[config.mk]
export PLATFORM = sky130hd
export DESIGN_NAME = gpio_irq_bank
export DESIGN_NICKNAME = d
export VERILOG_FILES = /design/src/rtl/gpio_bank_pkg.sv /design/src/rtl/gpio_bank_sync.sv /design/src/rtl/gpio_bank_detect.sv /design/src/rtl/gpio_bank_regs.sv /design/src/rtl/gpio_irq_bank.sv
export SDC_FILE = /design/constraint.sdc
export NUM_CORES = 1
export LEC_CHECK = 0
export ABC_AREA = 1
export BUFFER_PORTS_ARGS = -buffer_cell sky130_fd_sc_hd__buf_2
export CAP_MARGIN = 20
export CORE_ASPECT_RATIO = 0.8
export CORE_MARGIN = 2
export CORE_UTILIZATION = 30
export DETAILED_ROUTE_END_ITERATION = 7
export PLACE_DENSITY_LB_ADDON = 0.12
export SLEW_MARGIN = 25
export SYNTH_ARGS = -nofsm -noshare
export SYNTH_HDL_FRONTEND = slang
export SYNTH_SLANG_ARGS = --single-unit
[constraint.sdc]
create_clock -name clk -period 1.6 [get_ports clk]
set_input_delay 0.08 -clock clk [delete_from_list [all_inputs] [get_ports clk]]
set_output_delay 0.08 -clock clk [all_outputs]
set_load 0.01 [all_outputs]
[src/rtl/gpio_bank_pkg.sv]
package gpio_bank_pkg;

    localparam int PIN_COUNT = 32;
    localparam int SEL_LSB   = 4;
    localparam int SEL_W     = 3;
    localparam int KIND_LSB  = 2;
    localparam int KIND_W    = 2;
    localparam int ADDR_W    = SEL_LSB + SEL_W;
    localparam int REG_COUNT = 1 << SEL_W;

    typedef logic [PIN_COUNT-1:0] pins_t;

    typedef enum logic [SEL_W-1:0] {
        REG_DOUT  = 3'd0,
        REG_DIN   = 3'd1,
        REG_OE    = 3'd2,
        REG_CAPEN = 3'd3,
        REG_IRQEN = 3'd4,
        REG_LEVEL = 3'd5,
        REG_POL   = 3'd6,
        REG_STAT  = 3'd7
    } reg_sel_e;

    typedef enum logic [KIND_W-1:0] {
        ACC_WRITE = 2'd0,
        ACC_SET   = 2'd1,
        ACC_CLR   = 2'd2,
        ACC_RSVD  = 2'd3
    } acc_kind_e;

    // {polarity, level} per pin
    typedef enum logic [1:0] {
        TRIG_FALL = 2'd0,
        TRIG_LOW  = 2'd1,
        TRIG_RISE = 2'd2,
        TRIG_HIGH = 2'd3
    } trig_e;

    typedef struct packed {
        logic      wr;
        reg_sel_e  sel;
        acc_kind_e kind;
    } bus_op_t;

    function automatic pins_t apply_op(pins_t old, pins_t wdata, acc_kind_e kind);
        case (kind)
            ACC_WRITE: return wdata;
            ACC_SET:   return old | wdata;
            ACC_CLR:   return old & ~wdata;
            default:   return old;
        endcase
    endfunction

endpackage

[src/rtl/gpio_bank_sync.sv]
module gpio_bank_sync
    import gpio_bank_pkg::*;
#(
    parameter int STAGES = 2
) (
    input  logic  clk,
    input  logic  rst,
    input  pins_t async_in,
    output pins_t sync_out
);

    pins_t stage_q [STAGES];

    always_ff @(posedge clk) begin
        if (rst) begin
            for (int s = 0; s < STAGES; s++) stage_q[s] <= '0;
        end else begin
            stage_q[0] <= async_in;
            for (int s = 1; s < STAGES; s++) stage_q[s] <= stage_q[s-1];
        end
    end

    assign sync_out = stage_q[STAGES-1];

endmodule

[src/rtl/gpio_bank_detect.sv]
module gpio_bank_detect
    import gpio_bank_pkg::*;
(
    input  logic  clk,
    input  logic  rst,
    input  pins_t cur,
    input  pins_t level_sel,
    input  pins_t polarity,
    output pins_t hit
);

    pins_t prev_q;

    always_ff @(posedge clk) begin
        if (rst) prev_q <= '0;
        else     prev_q <= cur;
    end

    for (genvar i = 0; i < PIN_COUNT; i++) begin : g_pin
        trig_e trig;
        assign trig = trig_e'({polarity[i], level_sel[i]});
        always_comb begin
            case (trig)
                TRIG_FALL: hit[i] = prev_q[i] & ~cur[i];
                TRIG_LOW:  hit[i] = ~cur[i];
                TRIG_RISE: hit[i] = cur[i] & ~prev_q[i];
                default:   hit[i] = cur[i];
            endcase
        end
    end

endmodule

[src/rtl/gpio_bank_regs.sv]
module gpio_bank_regs
    import gpio_bank_pkg::*;
(
    input  logic              clk,
    input  logic              rst,
    input  logic              wr_en,
    input  logic [ADDR_W-1:0] addr,
    input  pins_t             wdata,
    input  pins_t             din,
    input  pins_t             hit,
    output pins_t             rdata,
    output pins_t             dout,
    output pins_t             oe,
    output pins_t             capen,
    output pins_t             irqen,
    output pins_t             level_sel,
    output pins_t             polarity,
    output pins_t             stat
);

    bus_op_t op;
    pins_t   bank [REG_COUNT];

    assign op.wr   = wr_en && (addr[KIND_LSB-1:0] == '0);
    assign op.sel  = reg_sel_e'(addr[SEL_LSB +: SEL_W]);
    assign op.kind = acc_kind_e'(addr[KIND_LSB +: KIND_W]);

    for (genvar i = 0; i < REG_COUNT; i++) begin : g_reg
        if (i == int'(REG_DIN)) begin : g_in
            assign bank[i] = din;
        end else if (i == int'(REG_STAT)) begin : g_stat
            pins_t q;
            pins_t clr_mask;
            assign clr_mask = (op.wr && op.sel == REG_STAT && op.kind == ACC_CLR) ? wdata : '0;
            always_ff @(posedge clk) begin
                if (rst) q <= '0;
                else     q <= (q & ~clr_mask) | (hit & bank[REG_CAPEN]);
            end
            assign bank[i] = q;
        end else begin : g_ctl
            pins_t q;
            always_ff @(posedge clk) begin
                if (rst)                                    q <= '0;
                else if (op.wr && op.sel == reg_sel_e'(i))  q <= apply_op(q, wdata, op.kind);
            end
            assign bank[i] = q;
        end
    end

    assign rdata     = bank[op.sel];
    assign dout      = bank[REG_DOUT];
    assign oe        = bank[REG_OE];
    assign capen     = bank[REG_CAPEN];
    assign irqen     = bank[REG_IRQEN];
    assign level_sel = bank[REG_LEVEL];
    assign polarity  = bank[REG_POL];
    assign stat      = bank[REG_STAT];

endmodule

[src/rtl/gpio_irq_bank.sv]
module gpio_irq_bank
    import gpio_bank_pkg::*;
#(
    parameter int SYNC_STAGES = 2
) (
    input  logic              clk,
    input  logic              rst,
    input  logic [ADDR_W-1:0] bus_addr,
    input  logic              bus_we,
    input  logic [31:0]       bus_wdata,
    output logic [31:0]       bus_rdata,
    input  logic [31:0]       pad_in,
    output logic [31:0]       pad_out,
    output logic [31:0]       pad_oe,
    output logic              irq
);

    pins_t din_sync;
    pins_t hit;
    pins_t capen_q;
    pins_t irqen_q;
    pins_t level_q;
    pins_t pol_q;
    pins_t stat_q;

    gpio_bank_sync #(.STAGES(SYNC_STAGES)) u_sync (
        .clk      (clk),
        .rst      (rst),
        .async_in (pad_in),
        .sync_out (din_sync)
    );

    gpio_bank_detect u_detect (
        .clk       (clk),
        .rst       (rst),
        .cur       (din_sync),
        .level_sel (level_q),
        .polarity  (pol_q),
        .hit       (hit)
    );

    gpio_bank_regs u_regs (
        .clk       (clk),
        .rst       (rst),
        .wr_en     (bus_we),
        .addr      (bus_addr),
        .wdata     (bus_wdata),
        .din       (din_sync),
        .hit       (hit),
        .rdata     (bus_rdata),
        .dout      (pad_out),
        .oe        (pad_oe),
        .capen     (capen_q),
        .irqen     (irqen_q),
        .level_sel (level_q),
        .polarity  (pol_q),
        .stat      (stat_q)
    );

    assign irq = |(stat_q & irqen_q);

endmodule

==> results of run 1 <==
## per-stage QoR
step                worst slack, ns  std cells  power (W)
floorplan                    0.1741       3045   0.009652
global placement           -0.06333       3914    0.01064
detailed placement         -0.03362       3914    0.01067
CTS                         -0.1295       4075    0.02030
global route                -0.1558       4078    0.02091
finish                      -0.1024       4078    0.01998
## synth_stat cells (all sizes together)
cell,instances,share of area
nand2,1107,0.24
nor2,530,0.11
inv,521,0.11
dfxtp,320,0.37
o21ai,262,0.081
clkbuf,85,0.018
nand3,70,0.022
nand4,62,0.022
buf,53,0.015
a21oi,32,0.0092
ha,3,0.0021
## tightest hold or removal path: stages
cell,delay (ns)
buf_2,0.10
nor2_4,0.04
buf_12,0.15
nand3_1,0.08
nand2_1,0.04
a21oi_1,0.11
## layout make-up
cell class	instances	area [sq um]	share of cell area
Antenna cell	1	2.502	0.0001119
Clock buffer	64	1262	0.05647
Clock inverter	10	85.08	0.003806
Inverter	521	1963	0.08781
Multi-Input combinational cell	2066	8795	0.3934
Sequential cell	320	6472	0.2895
Tap cell	769	962.2	0.04304
Timing Repair Buffer	327	2814	0.1259
## power groups by stage
stage | sequential (W) | clock [W] | combinational [W]
after floorplan | 0.00837 | 0 | 0.00128
after global placement | 0.00840 | 0 | 0.00224
after detailed placement | 0.00840 | 0 | 0.00227
after CTS | 0.00822 | 0.00965 | 0.00243
after global routing | 0.00824 | 0.00996 | 0.00271
final | 0.00822 | 0.00934 | 0.00242
## flip-flops by register name, indices dropped and copies added, names as in the netlist
name	cells
u_regs.level_sel	32
u_regs.capen	32
u_regs.stat	32
u_regs.oe	32
u_regs.dout	32
u_detect.prev_q	32
u_regs.polarity	32
u_sync.stage_q	64
u_regs.irqen	32
## routing by layer
metal  part of all wire  GRT usage  vias to the layer above
met4              0.019    0.05272                        0
met1               0.48     0.2860                     8548
met2               0.45     0.3372                      384
met3              0.052    0.03193                       88
met5                  0          0                        -
li1                   -          -                     9519
## how the worst min path moves through the flow
| stage | startpoint | endpoint | slack, ns | depth (start not counted) |
|---|---|---|---|---|
| floorplan | pad_in[0] | u_sync.stage_q[0][0] | 0.19 | 2 |
| global placement | pad_in[29] | u_sync.stage_q[0][29] | 0.28 | 3 |
| detailed placement | pad_in[23] | u_sync.stage_q[0][23] | 0.29 | 3 |
| CTS | bus_addr[1] | u_regs.stat[28] | 0.06 | 6 |
| global route | bus_addr[1] | u_regs.stat[24] | 0.11 | 6 |
| finish | bus_addr[1] | u_regs.stat[28] | 0.1 | 6 |
## cells in the final DEF, fill, tap and decap left out, types with 44 or more instances in the layout
cell type,instances
nand4_1,62
nor2_1,514
dlygate4sd3_1,78
o21ai_0,226
nand2_1,1074
buf_12,44
buf_2,165
nand3_1,64
inv_1,511
dfxtp_1,275
## timing repair
action	4_1_cts	5_1_grt
buffers inserted	9	2
resized for setup	57	61
pin swaps	16	22
hold buffers	78	0
endpoints found under the setup margin	4	17
endpoints found under the hold margin	137	0
## logic make-up (layout without fill, tap and decap cells)
family	count (synthesis)	count (layout)	share of synthesized area
other	0	1	0
AO/OA/AOI/OAI	294	294	0.09058
flip-flops	320	320	0.3663
adder cells (fa/ha/maj)	3	3	0.002147
AND/OR/NAND/NOR	1769	1769	0.3962
buffers and inverters	659	922	0.1448
==> impl_results.md, run 1 <==
- GRT Overall Usage: 0.2074
- Final core utilization: 0.3860
- Worst Path Buf+Inv: 1
- Comb pwr share: 0.121
- Worst-path cell chain: nand2_2 -> nand2_2 -> nor2_4 -> nand2_4 -> nor2_4 -> nand2_4 -> buf_6
- Crit-path max cell delay: 0.33 ns
- CP endpoint: irq
- Row count: 79
- Starting utilization of the core area: 0.3019
- Switching share of power: 0.2729
- Crit-path max FO: 3
- Net Sw Power: 0.005453 W
- Final HPWL DP: 40.89 mm
- Area added between synthesis and finish: 27.84%
- HP Class: primary input to flop
- Seq pwr share: 0.412
- Final Slew Violations: 0
- Via/cell ratio: 4.546
- Post-synth cell types: 18
- Pint: 0.01453 W
- Crit. End Element: primary output
- Routed WL per cell: 15.30 microns
- Reg2reg setup slack: 0.17 ns
- Total core area: 0.05792 sq mm
- Num ports: 171
- Initial antenna violation count: 1
- VDD IR max: 627.8 uV
- Mean Syn Cell Area: 5.743 sq um
- Via count: 18.54k
- Overall routed net length: 62.39 mm
- Latest clock arrival within the worst-skew pair: 0.57 ns
- Post-synthesis cell count: 3045
- Synth Register Bits: 320
- Setup repair after global routing missed its margin: yes
- Worst Setup SP: u_regs.irqen[10]
- Iteration-0 DRC Markers: 1122
- Die W: 273.9 microns
- Max Cap Viol: 0
- Fmax achieved: 587.4 MHz
- Layout cells sized above 1: 0.1378
- I/O Buffers: 170
- Violated checks: setup timing
- Final worst setup slack: -0.1024 ns
- Crit path required time: 1.52 ns
- Fill cells: 6276
- Setup violators final: 1
- Die Area: 0.06025 sq mm
- Slowest stage cell, crit path: dfxtp_2
- First-pass GRT wire length: 98.15 mm
- DIE HEIGHT: 220.0 microns
- Syn Nets: 3122
- Worst setup SP type: flop
- GPL Wtd Cong: 0.8259
- Global route overflow: 0
- Synthesized cell area: 0.01749 sq mm
- RR Endpoint: u_regs.stat[17]
- Kind of critical path: flop to primary output
- TritonCTS clock tree: built
- DP Area: 0.01989 sq mm
- CP Depth: 7
- Clk pin slew, worst setup/hold paths: 0.06 ns
- CTS sink cnt: 320
- CTS Buf Count: 40
- Fin crit share: 1.064
- Worst Tran Pin Value: 0.6276 ns
- Worst setup skew after layout: 0.02245 ns
- Arr. time, crit path: 1.62 ns
- Clock network fraction of total power: 0.467
- Final min period: 1.702 ns
- Register area share after synthesis: 0.3663
- FF-to-FF Start: u_regs.level_sel[17]
- Final ANT Viol Nets: 0
- CTS Buffer Depth: 3
- Via count of the first global-routing pass: 17.70k
- DRT Pass-1 Iters: 6
- Slew margin rel.: 0.5772
- CTS H-tree lvls: 2
- DRC errors left: 0
- Yosys warning count: 0
- Largest net degree at the start of global routing: 50
- WHS: 0.09688 ns
- P_leak: 12.06 nW
- Status: finished, violations left
- Design area: 0.02236 sq mm
- Final #Nets: 3353
- Cell family with most CP delay: simple AND/OR/NAND/NOR gates
- Hold violation count in the final report: 0
- Worst Reg2Reg Path Length in Cells: 7
- Power density over the cells: 893.8 mW/mm^2
- Total negative slack: -0.1024 ns
- CTS root buf: clkbuf_16
Power figures use the tool's default switching activity.
==> run 2, diff against run 1 <==
Settings changed: BUFFER_PORTS_ARGS -buffer_cell sky130_fd_sc_hd__buf_2 to -buffer_cell sky130_fd_sc_hd__buf_4.
==> impl_results.md, run 2 (synthesis results as in run 1) <==
- Overall routed net length: 62.20 mm (-0.31%)
- Register area: 0.006470 sq mm (about the same)
- Die W: 273.9 microns (unchanged)
- Max Cap Viol: 0 (unchanged)
- DIE HEIGHT: 220.0 microns (unchanged)
- Arr. time, crit path: 1.62 ns (about the same)
- CTS Buf Count: 40 (unchanged)
- GPL Wtd Cong: 0.8451 (+2.3%)
- Via/cell ratio: 4.558 (+0.27%)
- Via count of the first global-routing pass: 17.35k (-2.0%)
- Final ANT Viol Nets: 0 (unchanged)
- Final #Nets: 3334 (-0.57%)
- Worst Path Buf+Inv: 1 (unchanged)
- Fill cells: 6285 (+0.14%)
- VDD IR max: 591.0 uV (-5.9%)
- Worst Setup SP: u_regs.irqen[10]
- Routed WL per cell: 15.33 microns (+0.18%)
- I/O Buffers: 170 (unchanged)
- Fmax achieved: 588.8 MHz (+0.24%)
- First-pass GRT wire length: 96.23 mm (-1.9%)
- Initial antenna violation count: 2 (+1)
- Crit-path max cell delay: 0.33 ns (about the same)
- Row count: 79 (unchanged)
- CTS Buffer Depth: 3 (unchanged)
- Worst Tran Pin Value: 0.6340 ns (+0.006396 ns)
- Pwr Total: 0.01989 W (-0.44%)
- Global route overflow: 0 (unchanged)
- Global Route met2 Usage: 0.3253 (-0.01187)
- Cell family with most CP delay: simple AND/OR/NAND/NOR gates
- Setup violators final: 1 (unchanged)
- Layout cells sized above 1: 0.1323 (-0.005508)
- Final worst setup slack: -0.09837 ns (+0.004026 ns)
- Setup repair after global routing missed its margin: yes
- Via count: 18.50k (-0.23%)
- GRT Overall Usage: 0.2048 (-0.002583)
- Most Used Layer, Global Route: met2
- Fin crit share: 1.061 (-0.002516)
- Crit path required time: 1.52 ns (about the same)
- P_leak: 11.96 nW (-0.84%)
- Final Slew Violations: 0 (unchanged)
- Largest reg by FF count: u_sync.stage_q
- Clk pin slew, worst setup/hold paths: 0.06 ns (about the same)
- Hold violation count in the final report: 0 (unchanged)
- Slew margin rel.: 0.5729 (-0.004310)
- Kind of critical path: flop to primary output
- Worst setup SP type: flop
- GRT met1 Usage: 0.2824 (-0.003558)
- Status: finished, violations left
- Iteration-0 DRC Markers: 1250 (+11%)
- Final min period: 1.698 ns (-0.004026 ns)
- Largest net degree at the start of global routing: 70 (+40%)
- Met3 usage: 0.03280 (+0.0008717)
- Power density over the cells: 886.1 mW/mm^2 (-0.86%)
- CTS sink cnt: 320 (unchanged)
- Crit. End Element: primary output
- Total core area: 0.05792 sq mm (unchanged)
- Most common cell after layout, fill and taps aside: nand2_1
- CTS root buf: clkbuf_16
- Commonest cells after routing, fill and taps aside: nand2_1 (1082), nor2_1 (513), inv_1 (512), dfxtp_1 (275), o21ai_0 (226)
- Slowest stage cell, crit path: dfxtp_2
- TritonCTS clock tree: built
- Worst setup skew after layout: 0.01733 ns (-0.005116 ns)
- Final HPWL DP: 40.76 mm (-0.32%)
- Max FFs per register: 64 (unchanged)
- HP Class: primary input to flop
- DRC errors left: 0 (unchanged)
- Area added between synthesis and finish: 28.39%
- Crit-path max FO: 3 (unchanged)
- Area of the multi-input gates: 0.008767 sq mm (-0.31%)
- Die Area: 0.06025 sq mm (unchanged)
- Violated checks: setup timing
- Hold Startpoint: bus_addr[1]
- CTS H-tree lvls: 2 (unchanged)
- DRT Pass-1 Iters: 5 (-1)
- Worst-path cell chain: nand2_2 -> nand2_2 -> nor2_4 -> nand2_4 -> nor2_4 -> nand2_4 -> buf_6
- Starting utilization of the core area: 0.3019 (unchanged)
- FF-to-FF Start: u_regs.level_sel[14]
- WHS: 0.07663 ns (-0.02025 ns)
- Num ports: 171 (unchanged)
- Latest clock arrival within the worst-skew pair: 0.57 ns (about the same)
## run 2: worst paths after layout
check	slack, ns	depth (start not counted)	end
max reg2reg	0.19	7	u_regs.stat[14]
min reg2reg	0.40	2	u_sync.stage_q[0][53]
min	0.08	6	u_regs.stat[24]
max	-0.1	7	irq
## run 2: metrics by stage
stage / setup slack [ns] / instance area [sq um] / instances / util / setup TNS (ns)
2_1_floorplan: 0.1741 / 17490 / 3045 / - / 0
3_3_place_gp: -0.04259 / 20210 / 3912 / 0.3489 / -0.2040
3_5_place_dp: -0.02364 / 20210 / 3912 / 0.3489 / -0.1707
4_1_cts: -0.1514 / 22310 / 4055 / 0.3852 / -0.1514
5_1_grt: -0.1347 / 22450 / 4058 / 0.3876 / -0.1396
6_report: -0.09837 / 22450 / 4058 / 0.3876 / -0.09837
## run 2: metal layers
metal | up-vias | routed length (microns) | share of wire
li1 | 9490 | - | -
met1 | 8470 | 29860 | 0.48
met2 | 443 | 27270 | 0.44
met3 | 94 | 3543 | 0.057
met4 | 0 | 1525 | 0.025
met5 | - | 0 | 0
## run 2: area by class of cell
cell class	count	area share
Inverter	521	0.08732
Timing Repair Buffer	308	0.1320
Tap cell	769	0.04285
Clock inverter	8	0.003232
Multi-Input combinational cell	2066	0.3905
Sequential cell	320	0.2882
Antenna cell	2	0.0002229
Clock buffer	64	0.05578
## run 2: power breakdown
part           switching [W]  internal (W)  total (W)
Combinational        0.00156      0.000853    0.00242
Sequential          0.000108       0.00812    0.00823
Clock                0.00374       0.00551    0.00925
Total                0.00541        0.0145     0.0199
## run 2: timing repair
item                                    CTS  global route
gates resized for setup                  37            66
hold buffers                             69             0
gates cloned                              0             0
endpoints found under the setup margin    6            11
buffers inserted                          2             1
pin swaps                                10            22
hold endpoints to repair                166             0
## run 2: worst reg2reg max path, stage by stage (launching register included)
cell and delay (ns):
dfxtp_1 0.36, inv_1 0.07, nand2_1 0.06, nand3_1 0.06, nand2_1 0.07, nand2_1 0.05, a21oi_1 0.14, dlygate4sd3_1 0.56
